### config.mk
export PLATFORM = sky130hd
export DESIGN_NAME = pin_event_ctrl
export DESIGN_NICKNAME = d
export VERILOG_FILES = /design/src/rtl/pirq_pkg.sv /design/src/rtl/pirq_regs.sv /design/src/rtl/pirq_detect.sv /design/src/rtl/pirq_status.sv /design/src/rtl/pin_event_ctrl.sv
export SDC_FILE = /design/constraint.sdc
export NUM_CORES = 1
export LEC_CHECK = 0
export BUFFER_PORTS_ARGS = -buffer_cell sky130_fd_sc_hd__buf_2
export CAP_MARGIN = 20
export CORE_UTILIZATION = 51
export CTS_CLUSTER_SIZE = 28
export DETAILED_ROUTE_END_ITERATION = 8
export GPL_TIMING_DRIVEN = 0
export PLACE_DENSITY = 0.7
export SLEW_MARGIN = 20
export SYNTH_ARGS = -nofsm -noshare
export SYNTH_HDL_FRONTEND = slang
export SYNTH_SLANG_ARGS = --single-unit
### constraint.sdc
create_clock -name clk -period 1.98 [get_ports clk]
set_input_delay 0.099 -clock clk [delete_from_list [all_inputs] [get_ports clk]]
set_output_delay 0.099 -clock clk [all_outputs]
set_load 0.01 [all_outputs]
### src/rtl/pirq_pkg.sv
package pirq_pkg;

  typedef enum logic [3:0] {
    TRIG_OFF    = 4'h0,
    TRIG_LVL_LO = 4'h8,
    TRIG_RISE   = 4'h9,
    TRIG_FALL   = 4'hA,
    TRIG_BOTH   = 4'hB,
    TRIG_LVL_HI = 4'hC
  } trig_code_e;

  // Decide whether a pin produces an event this cycle.
  function automatic logic trig_hit(input logic [3:0] code,
                                    input logic cur, input logic prev);
    logic hit;
    case (code)
      TRIG_LVL_LO: hit = ~cur;
      TRIG_LVL_HI: hit = cur;
      TRIG_RISE:   hit = cur & ~prev;
      TRIG_FALL:   hit = ~cur & prev;
      TRIG_BOTH:   hit = cur ^ prev;
      default:     hit = 1'b0;
    endcase
    return hit;
  endfunction

  // True for the codes that look at a change of level.
  function automatic logic trig_is_edge(input logic [3:0] code);
    return (code == TRIG_RISE) || (code == TRIG_FALL) || (code == TRIG_BOTH);
  endfunction

endpackage

### src/rtl/pirq_regs.sv
module pirq_regs #(
  parameter int NPINS   = 32,
  parameter int ADDR_W  = 8,
  parameter int DATA_W  = 32,
  parameter int CFG_W   = 4,
  parameter int CFG_LSB = 16,
  parameter logic [ADDR_W-1:0] STAT_ADDR = 8'hA0
) (
  input  logic                   clk,
  input  logic                   rst_n,
  input  logic                   bus_wr,
  input  logic [ADDR_W-1:0]      bus_addr,
  input  logic [DATA_W-1:0]      bus_wdata,
  output logic [DATA_W-1:0]      bus_rdata,
  input  logic [NPINS-1:0]       status_q,
  output logic [NPINS*CFG_W-1:0] cfg_flat,
  output logic [NPINS-1:0]       clr_vec
);
  localparam int PIDX_W = (NPINS > 1) ? $clog2(NPINS) : 1;

  logic [CFG_W-1:0]  cfg_q [NPINS];
  logic [PIDX_W-1:0] pidx;
  logic              in_pin_region;
  logic              hit_status;

  assign pidx          = bus_addr[PIDX_W+1:2];
  assign in_pin_region = (bus_addr[1:0] == 2'b00) &&
                         (bus_addr[ADDR_W-1:2] < ADDR_W'(NPINS));
  assign hit_status    = (bus_addr == STAT_ADDR);
  assign clr_vec       = (bus_wr && hit_status) ? bus_wdata[NPINS-1:0] : '0;

  for (genvar g = 0; g < NPINS; g++) begin : g_cfg
    always_ff @(posedge clk or negedge rst_n) begin
      if (!rst_n) begin
        cfg_q[g] <= '0;
      end else if (bus_wr && in_pin_region && (pidx == PIDX_W'(g))) begin
        cfg_q[g] <= bus_wdata[CFG_LSB +: CFG_W];
      end
    end
    assign cfg_flat[g*CFG_W +: CFG_W] = cfg_q[g];
  end

  always_comb begin
    bus_rdata = '0;
    if (in_pin_region) begin
      bus_rdata[CFG_LSB +: CFG_W] = cfg_q[pidx];
    end else if (hit_status) begin
      bus_rdata[NPINS-1:0] = status_q;
    end
  end
endmodule

### src/rtl/pirq_detect.sv
module pirq_detect
  import pirq_pkg::*;
#(
  parameter int NPINS = 32,
  parameter int CFG_W = 4
) (
  input  logic                   clk,
  input  logic                   rst_n,
  input  logic [NPINS-1:0]       pin_in,
  input  logic [NPINS*CFG_W-1:0] cfg_flat,
  output logic [NPINS-1:0]       pin_prev,
  output logic [NPINS-1:0]       evt_vec,
  output logic [NPINS-1:0]       edge_sel
);
  for (genvar g = 0; g < NPINS; g++) begin : g_pin
    logic [CFG_W-1:0] code;
    assign code = cfg_flat[g*CFG_W +: CFG_W];

    // History is kept whatever the code, so a code change never sees a stale level.
    always_ff @(posedge clk or negedge rst_n) begin
      if (!rst_n) pin_prev[g] <= 1'b0;
      else        pin_prev[g] <= pin_in[g];
    end

    assign evt_vec[g]  = trig_hit(code, pin_in[g], pin_prev[g]);
    assign edge_sel[g] = trig_is_edge(code);
  end
endmodule

### src/rtl/pirq_status.sv
module pirq_status #(
  parameter int NPINS = 32
) (
  input  logic             clk,
  input  logic             rst_n,
  input  logic [NPINS-1:0] evt_vec,
  input  logic [NPINS-1:0] clr_vec,
  output logic [NPINS-1:0] status_q,
  output logic             irq_out
);
  always_ff @(posedge clk or negedge rst_n) begin
    if (!rst_n) status_q <= '0;
    else        status_q <= (status_q & ~clr_vec) | evt_vec;
  end

  assign irq_out = |status_q;
endmodule

### src/rtl/pin_event_ctrl.sv
module pin_event_ctrl #(
  parameter int NPINS   = 32,
  parameter int ADDR_W  = 8,
  parameter int DATA_W  = 32,
  parameter int CFG_W   = 4,
  parameter int CFG_LSB = 16,
  parameter logic [ADDR_W-1:0] STAT_ADDR = 8'hA0
) (
  input  logic              clk,
  input  logic              rst_n,
  input  logic              bus_wr,
  input  logic [ADDR_W-1:0] bus_addr,
  input  logic [DATA_W-1:0] bus_wdata,
  output logic [DATA_W-1:0] bus_rdata,
  input  logic [NPINS-1:0]  pin_in,
  output logic              irq_out
);
  logic [NPINS*CFG_W-1:0] cfg_flat;
  logic [NPINS-1:0]       clr_vec;
  logic [NPINS-1:0]       evt_vec;
  logic [NPINS-1:0]       edge_sel;
  logic [NPINS-1:0]       pin_prev;
  logic [NPINS-1:0]       status_q;

  pirq_regs #(
    .NPINS(NPINS), .ADDR_W(ADDR_W), .DATA_W(DATA_W),
    .CFG_W(CFG_W), .CFG_LSB(CFG_LSB), .STAT_ADDR(STAT_ADDR)
  ) u_regs (
    .clk(clk), .rst_n(rst_n), .bus_wr(bus_wr), .bus_addr(bus_addr),
    .bus_wdata(bus_wdata), .bus_rdata(bus_rdata), .status_q(status_q),
    .cfg_flat(cfg_flat), .clr_vec(clr_vec)
  );

  pirq_detect #(.NPINS(NPINS), .CFG_W(CFG_W)) u_det (
    .clk(clk), .rst_n(rst_n), .pin_in(pin_in), .cfg_flat(cfg_flat),
    .pin_prev(pin_prev), .evt_vec(evt_vec), .edge_sel(edge_sel)
  );

  pirq_status #(.NPINS(NPINS)) u_stat (
    .clk(clk), .rst_n(rst_n), .evt_vec(evt_vec), .clr_vec(clr_vec),
    .status_q(status_q), .irq_out(irq_out)
  );
endmodule

==> results.md, run 1 <==
- Failing checks: negative setup slack
- Max FO, Critical Path: 2
- Hold Vio Cnt, Final: 0
- Die Span Y: 150 um
- Share of the core filled with cells: 64.8%
- Routed WL: 31.4 mm
- TritonCTS Buffers: 17
- Htree depth: 4
- Setup ws final: -0.450 ns
- Sequential Power Share: 47.3%
- Mapped Cells: 1,014
- Critical path type: flip-flop to primary output
- Leakage power: 6.69 nW
- Ys async rst share: 100%
- Comb power frac: 15.9%
- Clock power share: 36.8%
- Max-cap violations: 0
- I/O pin cnt: 108
- Synth area leader: dfrtp_1
- Total Neg Setup Slack: -1.29 ns
- Clock skew: 0.00759 ns
- RePlAce Congestion: 0.943
- DR WL/cell: 20.8 um
- Hold Worst Slack: 0.000678 ns
- Share of the synthesized area in the top cell type: 43.0%
- CTS Sinks: 192
- Clock slew at reported path FFs: 0.07 ns
- Number of nets in the layout: 1,364
- Highest clock rate: 412 MHz
- Slew margin rel.: 45.1%
- First-pass DRT Iterations: 5
- WP data required: 1.88 ns
- Gr ovfl total: 0
- First-pass GRT wire length: 49.2 mm
- Fillers: 1,655
- Buffers & Inverters on Critical Path: 1
- Gr usage total: 29.5%
- Top post-synthesis cells by area: dfrtp_1 43%, mux2_2 13%, ha_1 7.2%, mux4_2 4.4%, mux2i_1 4.0%
- Vias: 8,828
- Tcrit/Tclk final: 123%
- Synth top cells by count: 192 x dfrtp_1, 133 x mux2_2, 111 x inv_1
- Antenna violations before repair: 0
- Synthesized Nets: 1,153
- Number of setup violations in the final report: 4
- Worst-path cell chain: mux4_2 > nor2_2 > nor4bb_4 > o21ai_2 > a222oi_1 > buf_2
- Peak VDD IR: 0.626 mV
- Power Dens Cells: 763 mW/mm^2
- Arr. time, crit path: 2.33 ns
- Worst setup SP type: flip-flop
- Most frequent cell after synthesis: dfrtp_1
- CTS tree: built
- Core region area: 0.0213 sq mm
- Worst hold path class: input port to flip-flop
- DRT iter0 DRCs: 690
- Crit-path leading delay family: compound AO/OA/AOI/OAI gates
- Syn avg cell area: 11.0 sq um
- Antenna viol nets, final: 0
- NetSw: 3.00 mW
- Synthesized area: 0.0112 sq mm
- Largest net degree at the start of global routing: 90
- Post-synthesis register bit count: 192
- Tmin final: 2.43 ns
- Int Pwr: 7.52 mW
- CTS root buffer: clkbuf_16
- Clock latency on the worst-skew pair: 0.45 ns
- Max Slew Vio Count: 0
- Post-synth EDFFs: 0
- Synth cell types: 48
- PortBufs: 104
- Clk buf depth: 2
- CP max stage delay: 0.49 ns
- Sequential cell area fraction in the yosys report: 43.0%
- Vias per cell: 5.83
- Vias in the first global route: 8,850
- Row cnt: 53
- Status: finished, violations left
- RSZ-0062 raised after global routing: true
- Sw Share: 28.5%
- Primary flip-flop cell chosen by synthesis mapping: dfrtp_1
- Initial core utilization: 52.5%
- Area grow syn2layout: 23.3%
- Share of cells above drive strength 1: 31.0%
- Placed wire-length estimate: 21.9 mm
- Die Area: 0.0225 sq mm
- Crit end category: primary output
- Die width: 150 um
- Highest-delay cell along the critical path: a222oi_1
- Yosys warns: 0
- Tightest Pin Transition: 0.823 ns
- Drc violations: 0
cells in the final DEF, fill, tap and decap left out, types with 7 or more instances in the layout:
cell | Yosys | routed
inv_1 | 111 | 111
nor2b_1 | 18 | 18
clkbuf_16 | 0 | 17
nor3_2 | 13 | 13
nand3_1 | 11 | 11
a22o_1 | 14 | 14
xor2_1 | 15 | 15
mux2i_1 | 45 | 45
a31oi_1 | 10 | 10
nand4_1 | 8 | 8
a211o_1 | 11 | 11
o21ai_0 | 32 | 30
buf_6 | 10 | 12
o22ai_1 | 16 | 16
mux4_2 | 22 | 22
nand2_1 | 61 | 61
and2_1 | 30 | 30
nor3_1 | 17 | 17
nor2_1 | 55 | 53
a21oi_1 | 22 | 22
mux2_2 | 133 | 132
dlygate4sd3_1 | 0 | 60
a32o_1 | 18 | 18
buf_4 | 4 | 29
buf_2 | 9 | 111
clkbuf_1 | 20 | 18
dfrtp_1 | 192 | 188
ha_1 | 64 | 64
a311o_1 | 7 | 7
nor4_4 | 1 | 8
cells by family (layout without fill, tap and decap cells):
| group | after synthesis | in the layout | synth area share, % |
|---|---|---|---|
| and+or+nand+nor | 239 | 239 | 11.2 |
| muxes | 200 | 200 | 21.8 |
| DFF | 192 | 192 | 43.0 |
| buffers and inverters | 154 | 378 | 6.07 |
| AOI/OAI and AO/OA | 150 | 150 | 9.60 |
| adders and majority gates | 64 | 64 | 7.16 |
| xor gates and xnor gates | 15 | 15 | 1.17 |
| other | 0 | 1 | 0 |
per-stage QoR:
stage | instance area (sq um) | total power, mW | cells | setup slack, ns
2_1_floorplan | 11200 | 5.62 | 1014 | 0.187
3_3_place_gp | 12100 | 6.23 | 1393 | -2.45
3_5_place_dp | 12100 | 6.30 | 1395 | -0.550
4_1_cts | 13700 | 10.5 | 1506 | -0.467
5_1_grt | 13800 | 10.9 | 1513 | -0.492
6_report | 13800 | 10.5 | 1514 | -0.450
power groups by stage:
stage | Sequential (mW) | Clock, mW | Combinational, mW
after global routing | 5.02 | 4.03 | 1.83
after CTS | 4.95 | 3.87 | 1.63
after global placement | 4.90 | 0 | 1.33
final | 4.98 | 3.87 | 1.67
after floorplan | 4.68 | 0 | 0.932
after detailed placement | 4.91 | 0 | 1.39
registers in the layout (all words and copies together), names as in the netlist:
register / cells
u_det.pin_prev: 32
u_regs.cfg_flat: 128
u_stat.status_q: 32
routing by layer:
metal  vias up  track usage [%]  wire length [um]
li1       4037                -                 -
met1      4417             40.8             14100
met2       311             45.6             14400
met3        63             5.39              1970
met4         0             12.4               948
met5         -                0                 0
final timing paths:
kind / to / cells after the start / slack [ns] / startpoint
worst max-delay path: bus_rdata[18] / 6 / -0.45 / u_regs.cfg_flat[10]
worst min register to register: u_stat.status_q[16] / 1 / 0.53 / u_regs.cfg_flat[67]
worst max register to register: u_stat.status_q[26] / 6 / 0.51 / u_det.pin_prev[26]
worst min-delay path: u_stat.status_q[30] / 3 / 0.0007 / bus_wdata[30]
max in group asynchronous: u_regs.cfg_flat[48] / 3 / 0.99 / rst_n
min in group asynchronous: u_regs.cfg_flat[106] / 2 / 0.16 / rst_n
what timing repair did:
item | in CTS | in global routing
gates resized for setup | 37 | 11
setup buffers | 19 | 7
endpoints found under the setup margin | 25 | 25
pin swaps | 6 | 6
hold buffers | 60 | 0
hold endpoints to repair | 162 | 0
layout make-up:
| class | instances | area (sq um) | share of cell area, % |
|---|---|---|---|
| Multi-Input combinational cell | 668 | 5890 | 42.7 |
| Sequential cell | 192 | 4810 | 34.9 |
| Timing Repair Buffer | 192 | 1390 | 10.1 |
| Clock buffer | 19 | 443 | 3.21 |
| Inverter | 111 | 417 | 3.02 |
| Tap cell | 275 | 344 | 2.50 |
| Buffer | 43 | 284 | 2.06 |
| Clock inverter | 13 | 208 | 1.51 |
| Antenna cell | 1 | 2.50 | 0.0181 |
worst min-delay path, stage by stage:
cell and delay [ns]:
buf_2 0.10, nand2_1 0.08, a32o_1 0.13
Note: power is estimated with default switching activity, not from simulation.
==> run 2, diff against run 1 <==
--- a/config.mk
+++ b/config.mk
@@ -5,6 +5,7 @@
 export SDC_FILE = /design/constraint.sdc
 export NUM_CORES = 1
 export LEC_CHECK = 0
+export ABC_AREA = 1
 export BUFFER_PORTS_ARGS = -buffer_cell sky130_fd_sc_hd__buf_2
 export CAP_MARGIN = 20
 export CORE_UTILIZATION = 51
==> constraint.sdc (replaced) <==
create_clock -name clk -period 1.98 [get_ports clk]
set_input_delay 0.099 -clock clk [delete_from_list [all_inputs] [get_ports clk]]
set_output_delay 0.099 -clock clk [all_outputs]
set_load 0.1 [all_outputs]
==> run 2 against run 1 <==
Compared with the run above: the run still ends with negative setup slack left; non-clock buffer count shrank 10; cell area shrank 1.3%; power shrank 7.2%; worst setup slack gained 0.26 ns; sequential share of layout area grew 0.45 points; via count grew 20%; worst hold slack is essentially flat; global-route usage grew 1.6 points; sequential cell count is the same; clock skew grew 0.0020 ns.
==> results.md, run 2 <==
- Status: finished, violations left
- Failing checks: negative setup slack
- Highest-delay cell along the critical path: nor4_4
- Crit-path leading delay family: simple AND/OR/NAND/NOR gates
- Met3 Track Usage GR: 5.08%
- Share of the synthesized area in the top cell type: 43.6%
- Tcrit/Tclk final: 110%
- Largest net degree at the start of global routing: 98
- RePlAce Congestion: 1.00
- Ys async rst share: 100%
- WP data required: 1.88 ns
- Most frequent cell after synthesis: nand2_1
- CTS root buffer: clkbuf_16
- Tightest Pin Transition: 0.890 ns
- Post-synthesis register bit count: 192
- Setup ws final: -0.192 ns
- Htree depth: 4
- Core region area: 0.0211 sq mm
- Largest register FFs: 128
- Antenna violations before repair: 0
- First-pass DRT Iterations: 6
- Max Slew Vio Count: 0
- Power Dens Cells: 718 mW/mm^2
- Initial core utilization: 52.3%
- N_diodes: 0
- Synth cell types: 34
- Critical path type: flip-flop to primary output
- Syn avg cell area: 7.47 sq um
- Die Span Y: 149 um
- Number of nets in the layout: 1,820
- CP max stage delay: 0.49 ns
- Tmin final: 2.17 ns
- Highest clock rate: 461 MHz
- DR WL/cell: 17.1 um
- Slew margin rel.: 40.7%
- Vias per cell: 5.36
- Clock skew: 0.00960 ns
- TritonCTS Buffers: 17
- Crit end category: primary output
- Buffers & Inverters on Critical Path: 2
- Clock latency on the worst-skew pair: 0.45 ns
- Max-cap violations: 0
- Primary flip-flop cell chosen by synthesis mapping: dfrtp_1
- Most common cell after layout, fill and taps aside: nand2_1
- Synth top cells by count: 496 x nand2_1, 196 x o21ai_0, 192 x dfrtp_1
- Vias in the first global route: 9,785
- Peak VDD IR: 0.539 mV
- Met2 Usage GRT: 50.3%
- Synthesized Nets: 1,614
- Top post-synthesis cells by area: dfrtp_1 44%, nand2_1 17%, o21ai_0 8.9%, ha_1 7.3%, inv_1 6.2%
- Pwr Total: 9.76 mW
- Leakage power: 6.92 nW
- Max FO, Critical Path: 2
- Worst-path cell chain: inv_1 > nand4_1 > nor4_4 > nand4_1 > buf_6
- Most repeated library cell on the critical path: nand4_1
- Clock slew at reported path FFs: 0.08 ns
- RSZ-0062 raised after global routing: true
- Arr. time, crit path: 2.07 ns
- Mapped Cells: 1,475
- Share of cells above drive strength 1: 14.5%
- CTS Sinks: 192
- Fillers: 1,863
- Worst hold path class: input port to flip-flop
- Worst setup SP type: flip-flop
- DRT iter0 DRCs: 862
- Antenna viol nets, final: 0
- Clk buf depth: 2
- Synthesized area: 0.0110 sq mm
- Drc violations: 0
- Yosys warns: 0
- Total Neg Setup Slack: -0.192 ns
- CTS tree: built
- Most frequent cells in the layout: 486 x nand2_1, 191 x o21ai_0, 191 x dfrtp_1
- Grt met1 use: 42.7%
- PortBufs: 101
- Post-synth EDFFs: 0
- Area grow syn2layout: 23.4%
- Number of setup violations in the final report: 1
- Synth area leader: dfrtp_1
- Routed WL: 33.6 mm
- Row cnt: 53
- Hold Vio Cnt, Final: 0
- Die width: 149 um
- Gr busiest metal: met2
- Gr usage total: 31.1%
- Gr ovfl total: 0
- First-pass GRT wire length: 52.0 mm
- Vias: 10,600
- Die Area: 0.0222 sq mm
- Share of the core filled with cells: 64.5%
- Placed wire-length estimate: 23.8 mm
- Sequential cell area fraction in the yosys report: 43.6%
- I/O pin cnt: 108
## run 2: cell types whose count changed in the layout (fill, tap and decap cells not counted), sizes merged, moves of 18 or more
cell and change:
mux2 -133, mux4 -22, nor2 +53, inv +79, o211ai +44, nand2 +441
a32o -18, nor2b -18, o21ai +168, mux2i -45, nand3 +47, and2 -30
## run 2: cell type report
cell class              instances  area (sq um)  area share (%)
clock inverters                14           146            1.08
flip-flops and latches        192          4810            35.3
repair buffers                187          1490            11.0
plain buffers                  38           216            1.59
multi-input cells            1056          5450            40.1
clock buffers                  18           429            3.15
well taps                     275           344            2.53
inverters                     189           717            5.27
## run 2: through the flow
stage | instance area [sq um] | std cells | setup WS [ns] | hold WS [ns]
after floorplan | 11000 | 1475 | -0.359 | -0.197
after global placement | 11900 | 1851 | -2.48 | 0.238
after detailed placement | 11900 | 1853 | -0.430 | -0.0937
after CTS | 13300 | 1945 | -0.204 | 0.00656
after global routing | 13600 | 1969 | -0.222 | 0.0129
final | 13600 | 1969 | -0.192 | 0.000482
## run 2: worst reg2reg max path, stage by stage (launching register included)
cell and delay [ns]:
dfrtp_1 0.39, ha_1 0.28, nand2_1 0.07, o211ai_1 0.07
o21ai_0 0.08, nand2_1 0.07, o31ai_1 0.11, nand2_1 0.10
nand2_1 0.08
## run 2: final timing paths
check,slack (ns),from,depth (start not counted),end
max,-0.19,u_stat.status_q[12],5,irq_out
min,0.0005,bus_wdata[23],4,u_stat.status_q[23]
max reg2reg,0.66,u_det.pin_prev[19],8,u_stat.status_q[19]
min reg2reg,0.47,u_stat.status_q[1],2,u_stat.status_q[1]
max in group asynchronous,1.23,rst_n,3,u_regs.cfg_flat[80]
min in group asynchronous,0.03,rst_n,2,u_det.pin_prev[28]
## run 2: logic make-up (layout without fill, tap and decap cells)
family | Yosys count | in the layout | synth area share (%)
flops | 192 | 192 | 43.6
compound gates | 286 | 286 | 14.2
fa+ha+maj | 64 | 64 | 7.27
buf+inv | 227 | 446 | 8.13
simple gates | 706 | 706 | 26.8
## run 2: where the power goes
part	internal [mW]	leakage, nW	switching, mW	total (mW)
clock network	1.68	0.279	1.75	3.44
logic	0.621	4.28	1.08	1.70
registers	4.32	2.36	0.303	4.62
total	6.63	6.92	3.14	9.76
## run 2: per-layer routing
metal	wire length (um)	share of wire, %	vias up
met5	0	0	-
met4	796	2.4	0
met3	2150	6.4	53
met2	15800	47	343
met1	14800	44	4988
li1	-	-	5172
## run 2: what timing repair did
| action | CTS | global route |
|---|---|---|
| setup endpoints to repair | 25 | 25 |
| endpoints found under the hold margin | 250 | 0 |
| pin swaps | 2 | 20 |
| hold buffers | 59 | 0 |
| gates resized for setup | 53 | 52 |
| buffers inserted | 1 | 24 |
==> run 3, diff against run 2 <==
--- a/config.mk
+++ b/config.mk
@@ -13,6 +13,7 @@
 export DETAILED_ROUTE_END_ITERATION = 8
 export GPL_TIMING_DRIVEN = 0
 export PLACE_DENSITY = 0.7
+export RECOVER_POWER = 50
 export SLEW_MARGIN = 20
 export SYNTH_ARGS = -nofsm -noshare
 export SYNTH_HDL_FRONTEND = slang
==> run 3 against run 2 <==
Compared with the run above: the flow still finishes with violations (negative setup slack); core utilization is 0.43 points lower; register-to-register slack hardly changed; worst setup slack better by 0.018 ns; global-route usage stayed put; critical endpoint unchanged.
==> results.md, run 3 (synthesis gave the netlist of run 2 again) <==
- Status: finished, violations left
- Failing checks: negative setup slack
- Share of the core filled with cells: 64.1%
- Cells after DPL: 1,853
- Peak VDD IR: 0.536 mV
- Die Span Y: 149 um
- Hold Vio Cnt, Final: 0
- Die Area: 0.0222 sq mm
- CTS Sinks: 192
- Max FO, Critical Path: 2
- Die width: 149 um
- Vias in the first global route: 9,785
- Tightest Pin Transition: 1.27 ns
- WP data required: 1.88 ns
- DR WL/cell: 17.1 um
- CTS root buffer: clkbuf_16
- Clock skew: 0.00960 ns
- Power Dens Cells: 721 mW/mm^2
- Area grow syn2layout: 22.6%
- Most common cell after layout, fill and taps aside: nand2_1
- Row cnt: 53
- First-pass DRT Iterations: 5
- Largest net degree at the start of global routing: 98
- Highest clock rate: 464 MHz
- Drc violations: 0
- Largest register FFs: 128
- DRT iter0 DRCs: 933
- Antenna viol nets, final: 0
- Routed WL: 33.6 mm
- TritonCTS Buffers: 17
- Tcrit/Tclk final: 109%
- Max Slew Vio Count: 0
- First-pass GRT wire length: 52.0 mm
- Arr. time, crit path: 2.05 ns
- Tmin final: 2.15 ns
- Clk buf depth: 2
- Fillers: 1,889
- Worst hold path class: input port to flip-flop
- Most frequent cells in the layout: 486 x nand2_1, 191 x o21ai_0, 191 x dfrtp_1
- CTS tree: built
- Vias per cell: 5.37
- N_diodes: 0
- Number of setup violations in the final report: 1
- PortBufs: 101
- Gr usage total: 31.1%
- Core region area: 0.0211 sq mm
- Finished Layout Cells: 1,969
- Share of cells above drive strength 1: 12.6%
- Clock latency on the worst-skew pair: 0.45 ns
- RePlAce Congestion: 1.00
- Antenna violations before repair: 0
- Total Neg Setup Slack: -0.173 ns
- Critical path type: flip-flop to primary output
- Setup ws final: -0.173 ns
- Leakage power: 6.81 nW
- Htree depth: 4
- Gr ovfl total: 0
- Clock slew at reported path FFs: 0.08 ns
- Initial core utilization: 52.3%
- Placed wire-length estimate: 23.8 mm
- Number of nets in the layout: 1,820
- Vias: 10,600
- Slew margin rel.: 15.6%
- Crit end category: primary output
- RSZ-0062 raised after global routing: true
- Max-cap violations: 0
- I/O pin cnt: 108
- Worst setup SP type: flip-flop
- DP Worst Slack: -0.430 ns
-- run 3: final cells by class --
type	count	area, sq um	area share [%]
multi-input combinational	1056	5450	40.3
sequential	192	4810	35.6
timing repair buffer	187	1400	10.4
inverter	189	717	5.31
clock buffer	18	429	3.18
tap	275	344	2.55
buffer	38	216	1.60
clock inverter	14	146	1.08
-- run 3: where the power goes --
part           switching, mW  total, mW  internal (mW)  leakage, nW
logic                   1.08       1.68          0.600         4.17
clock network           1.75       3.44           1.68        0.279
registers              0.303       4.62           4.32         2.36
total                   3.14       9.74           6.60         6.81
-- run 3: path summary, 6_finish.rpt --
check / depth (start not counted) / from / slack [ns] / to
max in group asynchronous: 3 / rst_n / 0.22 / u_regs.cfg_flat[80]
min in group asynchronous: 2 / rst_n / 0.09 / u_det.pin_prev[28]
max reg2reg: 8 / u_det.pin_prev[15] / 0.67 / u_stat.status_q[15]
max: 5 / u_stat.status_q[12] / -0.17 / irq_out
min: 4 / bus_wdata[23] / 0.003 / u_stat.status_q[23]
min reg2reg: 2 / u_stat.status_q[7] / 0.47 / u_stat.status_q[7]
-- run 3: repair_timing --
action / 4_1_cts / 5_1_grt
gates resized for setup: 53 / 52
hold endpoints to repair: 250 / 0
hold buffers: 59 / 0
buffers inserted: 1 / 24
gates cloned: 0 / 0
pin swaps: 2 / 20
setup endpoints to repair: 25 / 25
-- run 3: routing by layer --
metal  track usage (%)  part of all wire (%)  up-vias
li1                  -                     -     5169
met4              9.80                   2.4        0
met2              50.3                    47      334
met3              5.08                   6.7       55
met1              42.7                    44     5018
met5                 0                     0        -
-- run 3: worst max-delay path, cell delays in order, from the launching register on --
cell and delay [ns]:
dfrtp_1 0.39, inv_1 0.08, nand4_1 0.25, nor4_4 0.48, nand4_1 0.17, buf_6 0.23
-- run 3: metrics by stage --
stage          power (mW)  area (sq um)  hold slack [ns]
6_report             9.74         13500          0.00345
5_1_grt              10.2         13500           0.0129
4_1_cts              9.70         13300          0.00656
3_5_place_dp         6.19         11900          -0.0937
3_3_place_gp         6.11         11900            0.238
2_1_floorplan        5.55         11000           -0.197
